## src/rtl/rtclk_pkg.sv

```systemverilog
package rtclk_pkg;
  typedef enum logic [1:0] {
    SEL_STAT = 2'd0,
    SEL_BUF  = 2'd1,
    SEL_CNT  = 2'd2,
    SEL_NONE = 2'd3
  } reg_sel_e;

  localparam int B_RUN  = 0;
  localparam int B_RLO  = 1;
  localparam int B_RHI  = 2;
  localparam int B_RPT  = 3;
  localparam int B_UP   = 4;
  localparam int B_STEP = 5;
  localparam int B_IE   = 6;
  localparam int B_DONE = 7;
endpackage

```

## src/rtl/rtclk_tbsel.sv

```systemverilog
module rtclk_tbsel #(
  parameter int NSRC = 4,
  parameter int SYNC = 2,
  localparam int SW = $clog2(NSRC)
) (
  input  logic            clk,
  input  logic            rst,
  input  logic [NSRC-1:0] src_in,
  input  logic [SW-1:0]   sel,
  input  logic            flush,
  output logic            tick
);
  logic [NSRC-1:0] edge_w;

  genvar g;
  generate
    for (g = 0; g < NSRC; g++) begin : g_src
      logic [SYNC:0] pipe;
      always_ff @(posedge clk) begin
        if (rst) begin
          pipe <= '0;
        end else begin
          pipe <= {pipe[SYNC-1:0], src_in[g]};
          // treat the in-flight level as already seen
          if (flush) pipe[SYNC] <= 1'b1;
        end
      end
      assign edge_w[g] = pipe[SYNC-1] & ~pipe[SYNC];
    end
  endgenerate

  always_ff @(posedge clk) begin
    if (rst)        tick <= 1'b0;
    else if (flush) tick <= 1'b0;
    else            tick <= edge_w[sel];
  end
endmodule

```

## src/rtl/rtclk_core.sv

```systemverilog
module rtclk_core
  import rtclk_pkg::*;
#(
  parameter int W = 16
) (
  input  logic         clk,
  input  logic         rst,
  input  logic         wr_stat,
  input  logic         wr_buf,
  input  logic         rd_stat,
  input  logic [W-1:0] wdata,
  input  logic         tick,
  output logic [W-1:0] stat,
  output logic [W-1:0] cnt,
  output logic         irq
);
  localparam int B_ERR = W - 1;
  localparam logic [W-1:0] WMASK = W'((1 << B_RUN) | (1 << B_RLO) | (1 << B_RHI) |
                                      (1 << B_RPT) | (1 << B_UP)  | (1 << B_IE));

  logic [W-1:0] ctrl_q, buf_q, cnt_q;
  logic         done_q, err_q, irq_q;

  logic [W-1:0] ctrl_n, buf_n, cnt_n, step_v;
  logic         done_n, err_n, irq_n, step;

  always_comb begin
    ctrl_n = ctrl_q;
    buf_n  = buf_q;
    cnt_n  = cnt_q;
    done_n = done_q;
    err_n  = err_q;
    irq_n  = irq_q;
    if (wr_stat) begin
      ctrl_n = wdata & WMASK;
      done_n = 1'b0;
      err_n  = 1'b0;
      irq_n  = 1'b0;
    end
    if (wr_buf) begin
      buf_n  = wdata;
      cnt_n  = wdata;
      done_n = 1'b0;
      err_n  = 1'b0;
      irq_n  = 1'b0;
    end
    if (rd_stat) begin
      done_n = 1'b0;
      err_n  = 1'b0;
      irq_n  = 1'b0;
    end
    // manual step only on a stopped write; auto ticks lose to bus writes
    step = (wr_stat & ~wdata[B_RUN] & wdata[B_STEP]) |
           (tick & ~wr_stat & ~wr_buf & ctrl_q[B_RUN]);
    step_v = ctrl_n[B_UP] ? cnt_n + W'(1) : cnt_n - W'(1);
    if (step) begin
      cnt_n = step_v;
      if (step_v == '0) begin
        if (done_n) err_n = 1'b1;
        else        done_n = 1'b1;
        if (ctrl_n[B_IE]) irq_n = 1'b1;
        if (ctrl_n[B_RPT]) begin
          cnt_n = buf_n;
        end else begin
          buf_n         = '0;
          ctrl_n[B_RUN] = 1'b0;
        end
      end
    end
  end

  always_ff @(posedge clk) begin
    if (rst) begin
      ctrl_q <= '0;
      buf_q  <= '0;
      cnt_q  <= '0;
      done_q <= 1'b0;
      err_q  <= 1'b0;
      irq_q  <= 1'b0;
    end else begin
      ctrl_q <= ctrl_n;
      buf_q  <= buf_n;
      cnt_q  <= cnt_n;
      done_q <= done_n;
      err_q  <= err_n;
      irq_q  <= irq_n;
    end
  end

  always_comb begin
    stat         = ctrl_q;
    stat[B_DONE] = done_q;
    stat[B_ERR]  = err_q;
  end
  assign cnt = cnt_q;
  assign irq = irq_q;
endmodule

```

## src/rtl/rtclk_top.sv

```systemverilog
module rtclk_top
  import rtclk_pkg::*;
#(
  parameter int W    = 16,
  parameter int NSRC = 4,
  parameter int SYNC = 2,
  parameter int AW   = 3
) (
  input  logic            clk,
  input  logic            rst,
  input  logic [AW-1:0]   bus_addr,
  input  logic            bus_rd,
  input  logic            bus_wr,
  input  logic [W-1:0]    bus_wdata,
  output logic [W-1:0]    bus_rdata,
  input  logic [NSRC-1:0] tb_in,
  output logic            irq
);
  localparam int RW = $clog2(NSRC);
  localparam logic [W-1:0] RMASK = W'((1 << (B_DONE + 1)) - 1) | (W'(1) << (W - 1));

  reg_sel_e      sel;
  logic          wr_stat, wr_buf, rd_stat, flush, tick_w;
  logic [W-1:0]  stat_w, cnt_w;
  logic [RW-1:0] rate_w, rate_new;

  assign sel      = reg_sel_e'(bus_addr[2:1]);
  assign wr_stat  = bus_wr && sel == SEL_STAT;
  assign wr_buf   = bus_wr && sel == SEL_BUF;
  assign rd_stat  = bus_rd && !bus_wr && sel == SEL_STAT;
  assign rate_w   = stat_w[B_RLO +: RW];
  assign rate_new = bus_wdata[B_RLO +: RW];
  assign flush    = wr_stat && ((rate_new != rate_w) ||
                                (bus_wdata[B_RUN] && !stat_w[B_RUN]));

  rtclk_tbsel #(.NSRC(NSRC), .SYNC(SYNC)) i_tbsel (
    .clk   (clk),
    .rst   (rst),
    .src_in(tb_in),
    .sel   (rate_w),
    .flush (flush),
    .tick  (tick_w)
  );

  rtclk_core #(.W(W)) i_core (
    .clk    (clk),
    .rst    (rst),
    .wr_stat(wr_stat),
    .wr_buf (wr_buf),
    .rd_stat(rd_stat),
    .wdata  (bus_wdata),
    .tick   (tick_w),
    .stat   (stat_w),
    .cnt    (cnt_w),
    .irq    (irq)
  );

  always_ff @(posedge clk) begin
    if (rst) begin
      bus_rdata <= '0;
    end else if (bus_rd) begin
      unique case (sel)
        SEL_STAT: bus_rdata <= stat_w & RMASK;
        SEL_CNT:  bus_rdata <= cnt_w;
        default:  bus_rdata <= '0;
      endcase
    end
  end
endmodule

```

## config.mk

```make
export PLATFORM = sky130hd
export DESIGN_NAME = rtclk_top
export DESIGN_NICKNAME = d
export VERILOG_FILES = /design/src/rtl/rtclk_pkg.sv /design/src/rtl/rtclk_tbsel.sv /design/src/rtl/rtclk_core.sv /design/src/rtl/rtclk_top.sv
export SDC_FILE = /design/constraint.sdc
export NUM_CORES = 1
export LEC_CHECK = 0
export ABC_AREA = 1
export BUFFER_PORTS_ARGS = -buffer_cell sky130_fd_sc_hd__buf_2
export CAP_MARGIN = 20
export CORE_MARGIN = 10
export CORE_UTILIZATION = 49
export CTS_CLUSTER_SIZE = 20
export DETAILED_ROUTE_END_ITERATION = 8
export PLACE_DENSITY = 0.81
export SKIP_CTS_REPAIR_TIMING = 1
export SKIP_LAST_GASP = 1
export SLEW_MARGIN = 20
export SYNTH_ARGS = -nofsm -noshare
export SYNTH_HDL_FRONTEND = slang
export SYNTH_SLANG_ARGS = --single-unit
```

## constraint.sdc

```tcl
create_clock -name clk -period 2.96 [get_ports clk]
set_input_delay 0.296 -clock clk [delete_from_list [all_inputs] [get_ports clk]]
set_output_delay 0.296 -clock clk [all_outputs]
set_load 0.01 [all_outputs]
```

# After elaboration in Yosys (flattened, before gate mapping)
# Cells that the tools add are included.
[op_classes]
addsub = 2
order_cmp = 1
eq_ne = 3
muxes = 37
bitwise_logic = 17
reduce_logical = 12
[op_table]
columns = ["cell", "count"]
rows = [
  ["$mux W16", 9],
  ["$pmux W16 S2", 1],
  ["$mux W1", 25],
  ["$add A16 B1 Y16 const B", 1],
  ["$logic_not A16 Y1", 1],
  ["$sub A16 B1 Y16 const B", 1],
  ["$and A1 B1 Y1", 9],
  ["$mux W7", 1],
  ["$not A1 Y1", 7],
  ["$logic_and A1 B1 Y1", 6],
  ["$lt A2 B3 Y1 const B", 1],
  ["$bmux W1 S2", 1],
  ["$eq A2 B1 Y1 const B", 1],
  ["$eq A2 B2 Y1 const B", 1],
  ["$logic_not A1 Y1", 2],
  ["$logic_not A2 Y1", 1],
  ["$ne A2 B2 Y1", 1],
  ["$reduce_or A2 Y1", 1],
  ["$logic_or A1 B1 Y1", 1],
  ["$or A1 B1 Y1", 1],
]
[totals]
ff_bits = 70
input_bits = 27
out_inout_bits = 17
elab_cells = 85

# Depth between registers and ports, before layout
# Gate-level depths: netlist of run 1.
[logic_depth]
ltp_word = 8
ltp_mapped = 25

# Hierarchy
# A second synthesis of run 1 with hierarchy kept.
[unflattened]
cells_unflattened = 768
hier_area_um2 = 4704.5
[by_module_without_submodules]
columns = ["module", "instances", "cells_per_inst", "area_each_um2", "seq_area_each_um2"]
rows = [
  ["rtclk_core", 1, 580, 3425.8, 820.8],
  ["rtclk_top", 1, 135, 858.3, 320.3],
  ["rtclk_tbsel", 1, 53, 420.4, 260.2],
]

# Worst setup path after synthesis of run 1
# OpenSTA, ideal clock, no wires.
[synth_timing]
path_kind = "input to register"
startpoint = "input bus_addr[1]"
endpoint = "register i_core.buf_q[15]"
setup_ns = 0.110
arrival_ns = 2.675
slack_ns = 0.175
cell_stages = 21
path_buffers = 4
path_cell_list = "buf_6 nand2_2 nor2_4 buf_6 clkbuf_1 nand2_1 nand2_1 ha_1 inv_1 o21bai_1 nand2_1 nand2_1 a21oi_1 nand3_1 nand2_1 inv_1 nor2_4 nand4_4 nand2_4 buf_12 nor2_2"
[synth_between]
elab_chain_cells = 8
elab_cells_between_ends = 22
classes_between = "add/sub: 2; eq/ne: 1; mux: 7; bitwise: 8; reduce/logical: 4"
[synth_lines]
columns = ["element", "line", "text"]
rows = [
  ["from (decl)", "rtclk_top.sv:11", "input logic [AW-1:0] bus_addr,"],
  ["$eq A2 B1 Y1 / $logic_not A2 Y1 (equally long branches)", "rtclk_top.sv:29, rtclk_top.sv:28", ""],
  ["$logic_and A1 B1 Y1 (on tied branches)", "rtclk_top.sv:29, rtclk_top.sv:28", ""],
  ["$mux W16 / $not A1 Y1 (equally long branches)", "rtclk_core.sv:40, rtclk_core.sv:54", ""],
  ["$sub A16 B1 Y16 (tied with other cells)", "rtclk_core.sv:55", "step_v = ctrl_n[B_UP] ? cnt_n + W'(1) : cnt_n - W'(1);"],
  ["$mux W16 / $and A1 B1 Y1 (equally long branches)", "rtclk_core.sv:55, rtclk_core.sv:54", ""],
  ["$logic_not A16 Y1 / $and A1 B1 Y1 (equally long branches)", "rtclk_core.sv:58, rtclk_core.sv:54", ""],
  ["$mux W16 / $or A1 B1 Y1 (equally long branches)", "rtclk_core.sv:58, rtclk_core.sv:53", ""],
  ["$mux W16 (*)", "rtclk_core.sv:56", "if (step) begin"],
  ["to (signal assigned)", "rtclk_core.sv:82", "buf_q <= buf_n;"],
  ["to (decl)", "rtclk_core.sv:21", "logic [W-1:0] ctrl_q, buf_q, cnt_q;"],
]
# Mark *: on every way between the ends. The rest lies on a longest branch, timed or not.
# A chain may end at the register's enable or synchronous reset.

# Worst setup path in the final report of run 1
[layout_timing]
startpoint = "register i_core.ctrl_q[4]"
endpoint = "register i_core.cnt_q[2] (netlist: i_core.cnt[2])"
[layout_between]
elab_chain_cells = 5
elab_cells_between_ends = 6
classes_between = "mux: 5; reduce/logical: 1"
[layout_lines]
columns = ["element", "line", "text"]
rows = [
  ["from (decl)", "rtclk_core.sv:21", ""],
  ["from (signal assigned)", "rtclk_core.sv:81", "ctrl_q <= ctrl_n;"],
  ["$mux W7 (*)", "rtclk_core.sv:34", "if (wr_stat) begin"],
  ["$mux W16 (*)", "rtclk_core.sv:55", ""],
  ["$logic_not A16 Y1 / $mux W16 (equally long branches)", "rtclk_core.sv:58, rtclk_core.sv:62", ""],
  ["$mux W16 (*)", "rtclk_core.sv:58", "if (step_v == '0) begin"],
  ["$mux W16 (*)", "rtclk_core.sv:56", ""],
  ["to (signal assigned)", "rtclk_core.sv:83", "cnt_q <= cnt_n;"],
  ["to (decl)", "rtclk_core.sv:21", ""],
]
# Marks and branches as above.

==> flow_summary_export.csv, run 1 <==
group,metric,value,unit
sta,max_freq,367,MHz
cells_and_area,nets,925,
power,leakagePower,3.00,nW
die,fp.dieArea,0.0142,mm²
place,globalplace.congestion,0.897,
place,place_hpwl,10300,µm
global_routing,gr-total-overflow,0,
clock_tree,cts.clk_slew.worst_paths,80,ps
critical_path,cp-start-kind,"flip-flop",
synthesis,syn-cell-area,0.00482,mm²
cells_and_area,multi_input_area,0.00269,mm²
routing,wl_per_cell,13.3,µm
clock_tree,cts.path.max_buffers,2,
sta,grt_setup_unrepaired,"yes",
critical_path,path_max_fanout,10,
critical_path,rr_startpoint,"i_core.ctrl_q[4]$_SDFF_PP0_",
sta,hold_viol_final,0,
routing,vias,5264,
sta,finalCriticalPeriod,2730,ps
place,port_buffers,42,
global_routing,gr-usage-all-layers,18.4,%
sta,worst_slew_pin_slew,600,ps
synthesis,synth_top_area_cell,"dfxtp_1",
synthesis,yosysWarnings,0,
synthesis,synth_common_cells,"nand2_1, inv_1, dfxtp_1",
critical_path,end_kind,"flip-flop",
cells_and_area,seqCellArea,0.00140,mm²
sta,max_slew_margin,59.9,%
clock_tree,cts_tree,"yes",
min_path,hold_depth,3,
clock_tree,cts.sinks,70,
clock_tree,cts-root-buf,"clkbuf_8",
routing,drt_iter0_markers,545,
synthesis,synth_cells,804,
routing,dr.pass1.iters,5,
global_routing,grt_pass1_wl,22100,µm
critical_path,crit_start,"i_core.ctrl_q[4]$_SDFF_PP0_",
die,io_pins,44,
sta,fin_crit_sh,92.1,%
synthesis,synth-seq-cells,70,
cells_and_area,final_cells,1028,
critical_path,arrival,3030,ps
clock_tree,cts_buffers,9,
global_routing,grt_max_degree,40,
power,irDropWorstVdd,270,µV
synthesis,synth_most_common_cell,"nand2_1",
cells_and_area,drive_gt1_share,19.6,%
die,start_util,49.8,%
global_routing,antenna_found_initial,0,
die,die_w,119,µm
min_path,min_path_type,"input port to flip-flop",
sta,slew_viol_final,0,
critical_path,timing_worst_setup_path_type,"flip-flop to flip-flop",
place,placed_cells,1009,
sta,clock_skew,9.51,ps
routing,postRouteAntennaNets,0,
synthesis,synth_area_leaders,"dfxtp_1, nand2_1, inv_1",
critical_path,worstPathRequired,3260,ps
cells_and_area,syn2layout_area_growth,18.6,%
sta,finalSetupViolCount,0,
power,p_total,2.78,mW
synthesis,synth-main-ff-cell,"dfxtp_1",
die,die-height,119,µm
clock_tree,htree_levels,3,
critical_path,worstRegToRegCells,21,
global_routing,grt_pass1_vias,4810,
clock_tree,worstSkewPairLatency,350,ps
synthesis,synth_async_sr_flop_share,0,%
power,power_density,485,mW/mm²
routing,routed_via_density,5.12,
cells_and_area,antenna_cells,0,
synthesis,synth-edff-count,0,
synthesis,synth_top_cell_area_share,29.0,%
min_path,hold_start,"tb_in[0]",
synthesis,syn-num-nets,838,
routing,drc,0,
synthesis,ys_types,38,
status,status,"completed",
die,num_rows,36,
cells_and_area,nFillCells,925,
synthesis,syn_area_per_cell,6.00,µm²
routing,drt_wl_total,13600,µm
synthesis,ys_seq_area_share,29.0,%
die,coreArea,0.00968,mm²
run,cap_violations,0,
worst paths after layout:
kind,slack [ps],endpoint
setup / recovery,230,i_core.cnt[2]$_SDFF_PP0_
hold / removal,140,i_tbsel.g_src[0].pipe[0]$_SDFF_PP0_
setup reg to reg,230,i_core.cnt[2]$_SDFF_PP0_
hold reg to reg,390,i_tbsel.g_src[1].pipe[1]$_SDFF_PP0_
power by group:
part	total, mW	switching, mW	internal (mW)
clock network	0.850	0.380	0.470
logic	0.920	0.582	0.338
registers	1.01	0.0205	0.987
state kept, by name, indices dropped and copies added (netlist names):
name and flops:
bus_rdata 16, i_core.buf_q 16, i_core.cnt 16, i_core.ctrl_q 6, i_core.done_q 1, i_core.err_q 1, i_core.irq 1, i_tbsel.g_src.pipe 12
i_tbsel.tick 1
kinds of logic (layout without fill, tap and decap cells):
family / after synthesis / in the layout / share of synthesized area [%]
flip-flops: 70 / 70 / 29.0
adder cells (fa/ha/maj): 7 / 7 / 1.82
AND/OR/NAND/NOR: 430 / 430 / 40.1
buffers and inverters: 178 / 269 / 15.7
AO/OA/AOI/OAI: 115 / 115 / 12.6
XOR/XNOR: 4 / 4 / 0.726
routing by layer:
layer	vias to the layer above	routed length (µm)	share of wire [%]	global-route usage, %
li1	2672	-	-	-
met1	2359	5780	42	22.5
met2	201	6540	48	31.7
met3	32	977	7.2	3.45
met4	0	323	2.4	6.34
met5	-	0	0	0
metrics by stage:
step	util (%)	hold WS [ps]	instance area [µm²]	setup TNS, ps	setup WS (ps)
finish	59.1	142	5720	0	233
global route	59.1	163	5720	-80.0	-26.7
CTS	58.6	143	5670	0	196
detailed placement	56.4	396	5460	-1460	-86.0
global placement	56.4	389	5460	-189	-22.9
floorplan	-	388	4820	0	175
placed cells by master (no fill, tap or decap), types with 2 or more instances in the layout:
master     count
o22ai_1        5
nor2_1        57
nand3_1       47
nand2_2       24
clkbuf_8       9
nand3_2        2
nor2_4         4
ha_1           7
o21ai_0       62
nand2_1      244
bufinv_16      2
buf_4         63
nand2_4        2
a21oi_1       40
inv_2          3
clkinv_2       3
nand4_1       27
dfxtp_1       70
buf_2         42
inv_1        143
xor2_1         3
nor3_1         6
nor2_2        12
area by class of cell:
cell class              count  area share, %
multi-input cells         556           46.9
flip-flops and latches     70           24.5
repair buffers            106           12.3
inverters                 148           9.73
well taps                 133           2.91
clock buffers               9           2.16
clock inverters             6           1.51
critical path, stage by stage (launching register included):
cell and delay, ps:
dfxtp_1 340, inv_1 60, nand2_1 100, nand2_4 110
buf_4 180, ha_1 290, nand3_1 80, nand2_1 120
inv_1 60, nand2_1 140, nand2_1 70, nand2_1 90
buf_4 130, inv_1 30, nor2_1 100, nand2_1 60
nor2_1 210, buf_4 190, nand4_1 110, nand3_1 100
nand2_1 50, inv_1 50
Note: power is estimated with default switching activity, not from simulation.
==> inputs of run 2 (changes only) <==
--- a/config.mk
+++ b/config.mk
@@ -13,6 +13,7 @@
 export CTS_CLUSTER_SIZE = 20
 export DETAILED_ROUTE_END_ITERATION = 8
 export PLACE_DENSITY = 0.81
+export RECOVER_POWER = 100
 export SKIP_CTS_REPAIR_TIMING = 1
 export SKIP_LAST_GASP = 1
 export SLEW_MARGIN = 20
==> flow_summary_export.csv, run 2 (same netlist as run 1, synthesis figures left out) <==
group,metric,value,unit
cells_and_area,postLayoutCoreUtil,59.1,%
critical_path,worstRegToRegCells,21,
die,die_w,119,µm
min_path,min_path_type,"input port to flip-flop",
clock_tree,cts_buffers,9,
routing,postRouteAntennaNets,0,
critical_path,worstPathRequired,3260,ps
power,clkPwrFrac,30.6,%
cells_and_area,nets,925,
sta,hold_viol_final,0,
power,p_switching,0.985,mW
global_routing,grt_max_degree,40,
power,p_comb_share,33.1,%
sta,fin_crit_sh,92.2,%
critical_path,r2r-end,"i_core.cnt[2]$_SDFF_PP0_",
global_routing,gr-total-overflow,0,
clock_tree,htree_levels,3,
die,start_util,49.8,%
critical_path,crit_buf_inv,7,
power,p_int,1.79,mW
sta,grt_setup_unrepaired,"yes",
clock_tree,cts.path.max_buffers,2,
routing,dr.pass1.iters,5,
die,die-height,119,µm
clock_tree,worstSkewPairLatency,350,ps
critical_path,endpoint,"i_core.cnt[2]$_SDFF_PP0_",
cells_and_area,mostFrequentLayoutCells,"nand2_1, inv_1, dfxtp_1, buf_4, o21ai_0",
global_routing,antenna_found_initial,0,
global_routing,grt_pass1_vias,4810,
routing,routed_via_density,5.13,
critical_path,path_depth,21,
place,place_hpwl,10300,µm
power,irDropWorstVdd,270,µV
die,num_rows,36,
critical_path,r2r_setup_slack,230,ps
sta,finalCriticalPeriod,2730,ps
routing,vias,5271,
clock_tree,cts-root-buf,"clkbuf_8",
sta,max_slew_margin,59.9,%
cells_and_area,mostFrequentLayoutCell,"nand2_1",
critical_path,rr_startpoint,"i_core.ctrl_q[4]$_SDFF_PP0_",
critical_path,crit_start,"i_core.ctrl_q[4]$_SDFF_PP0_",
clock_tree,cts.sinks,70,
sta,clock_skew,9.95,ps
critical_path,end_kind,"flip-flop",
sta,max_freq,367,MHz
routing,drc,0,
routing,drt_iter0_markers,545,
critical_path,timing_worst_setup_path_type,"flip-flop to flip-flop",
run,cap_violations,0,
critical_path,crit_top_cell,"nand2_1",
power,switching_share,35.4,%
routing,drt_wl_total,13600,µm
sta,slew_viol_final,0,
routing,wl_per_cell,13.3,µm
cells_and_area,syn2layout_area_growth,18.6,%
power,power_density,486,mW/mm²
critical_path,path_delay_family,"simple AND/OR/NAND/NOR gates",
critical_path,cp_slowest_cell,"dfxtp_1",
cells_and_area,drive_gt1_share,19.6,%
global_routing,grt_pass1_wl,22100,µm
place,globalplace.congestion,0.897,
die,io_pins,44,
place,dp_worst_setup_slack,-86.0,ps
sta,finalSetupViolCount,0,
sta,setup_ws,231,ps
critical_path,arrival,3030,ps
power,seq_power_share,36.2,%
cells_and_area,final_cells,1028,
place,port_buffers,42,
clock_tree,cts_tree,"yes",
clock_tree,cts.clk_slew.worst_paths,80,ps
sta,worst_slew_pin_slew,599,ps
critical_path,max_stage_delay,340,ps
critical_path,path_max_fanout,10,
critical_path,cp-start-kind,"flip-flop",
status,status,"completed",
global_routing,gr-usage-all-layers,18.4,%
die,coreArea,0.00968,mm²
power,leakagePower,3.00,nW
cells_and_area,antenna_cells,0,
critical_path,path_cells,"inv_1 > nand2_1 > nand2_4 > buf_4 > ha_1 > nand3_1 > nand2_1 > inv_1 > nand2_1 > nand2_1 > nand2_1 > buf_4 > inv_1 > nor2_1 > nand2_1 > nor2_1 > buf_4 > nand4_1 > nand3_1 > nand2_1 > inv_1",
place,placed_cells,1009,
die,fp.dieArea,0.0142,mm²
==> run 2: how the worst min path moves through the flow <==
stage                                                    from                                   to  slack (ps)  cells past startpoint
final                                                tb_in[0]  i_tbsel.g_src[0].pipe[0]$_SDFF_PP0_         140                      3
after global routing                                 tb_in[1]  i_tbsel.g_src[1].pipe[0]$_SDFF_PP0_         160                      3
after detailed placement  i_tbsel.g_src[1].pipe[0]$_SDFF_PP0_  i_tbsel.g_src[1].pipe[1]$_SDFF_PP0_         400                      2
after global placement    i_tbsel.g_src[0].pipe[0]$_SDFF_PP0_  i_tbsel.g_src[0].pipe[1]$_SDFF_PP0_         390                      2
after floorplan           i_tbsel.g_src[0].pipe[0]$_SDFF_PP0_  i_tbsel.g_src[0].pipe[1]$_SDFF_PP0_         390                      2
after CTS                                            tb_in[0]  i_tbsel.g_src[0].pipe[0]$_SDFF_PP0_         140                      3
==> run 2: area by class of cell <==
cell class                      count  area [µm²]
Sequential cell                    70        1400
Fill cell                         925        3960
Clock buffer                        9         124
Clock inverter                      6        86.3
Tap cell                          133         166
Inverter                          148         557
Multi-Input combinational cell    556        2690
Timing Repair Buffer              106         703
==> run 2: routing by layer <==
metal / wire (µm) / GRT usage (%) / up-vias / share of wire (%)
met5: 0 / 0 / - / 0
met2: 6570 / 31.7 / 198 / 48
li1: - / - / 2673 / -
met4: 323 / 6.34 / 0 / 2.4
met1: 5810 / 22.5 / 2368 / 43
met3: 939 / 3.45 / 32 / 6.9
==> run 2: power groups by stage <==
stage	clock [mW]	sequential [mW]	combinational (mW)
after CTS	0.852	1.01	0.900
after global routing	0.891	1.01	1.03
after floorplan	0	1.03	0.603
after global placement	0	1.03	0.878
after detailed placement	0	1.03	0.894
final	0.852	1.01	0.920
==> run 2: per-stage QoR <==
step                power [mW]  setup TNS, ps  hold WS, ps  area, µm²
floorplan                 1.63              0          388       4820
global placement          1.91           -189          389       5460
detailed placement        1.92          -1460          396       5460
CTS                       2.76              0          143       5670
global route              2.93          -80.0          163       5720
finish                    2.78              0          141       5720
==> run 2: worst reg2reg max path, stage by stage (launching register included) <==
cell and delay (ps):
dfxtp_1 340, inv_1 60, nand2_1 100, nand2_4 110, buf_4 180, ha_1 290, nand3_1 80, nand2_1 120
inv_1 70, nand2_1 140, nand2_1 70, nand2_1 90, buf_4 130, inv_1 40, nor2_1 100, nand2_1 60
nor2_1 210, buf_4 190, nand4_1 110, nand3_1 100, nand2_1 60, inv_1 50
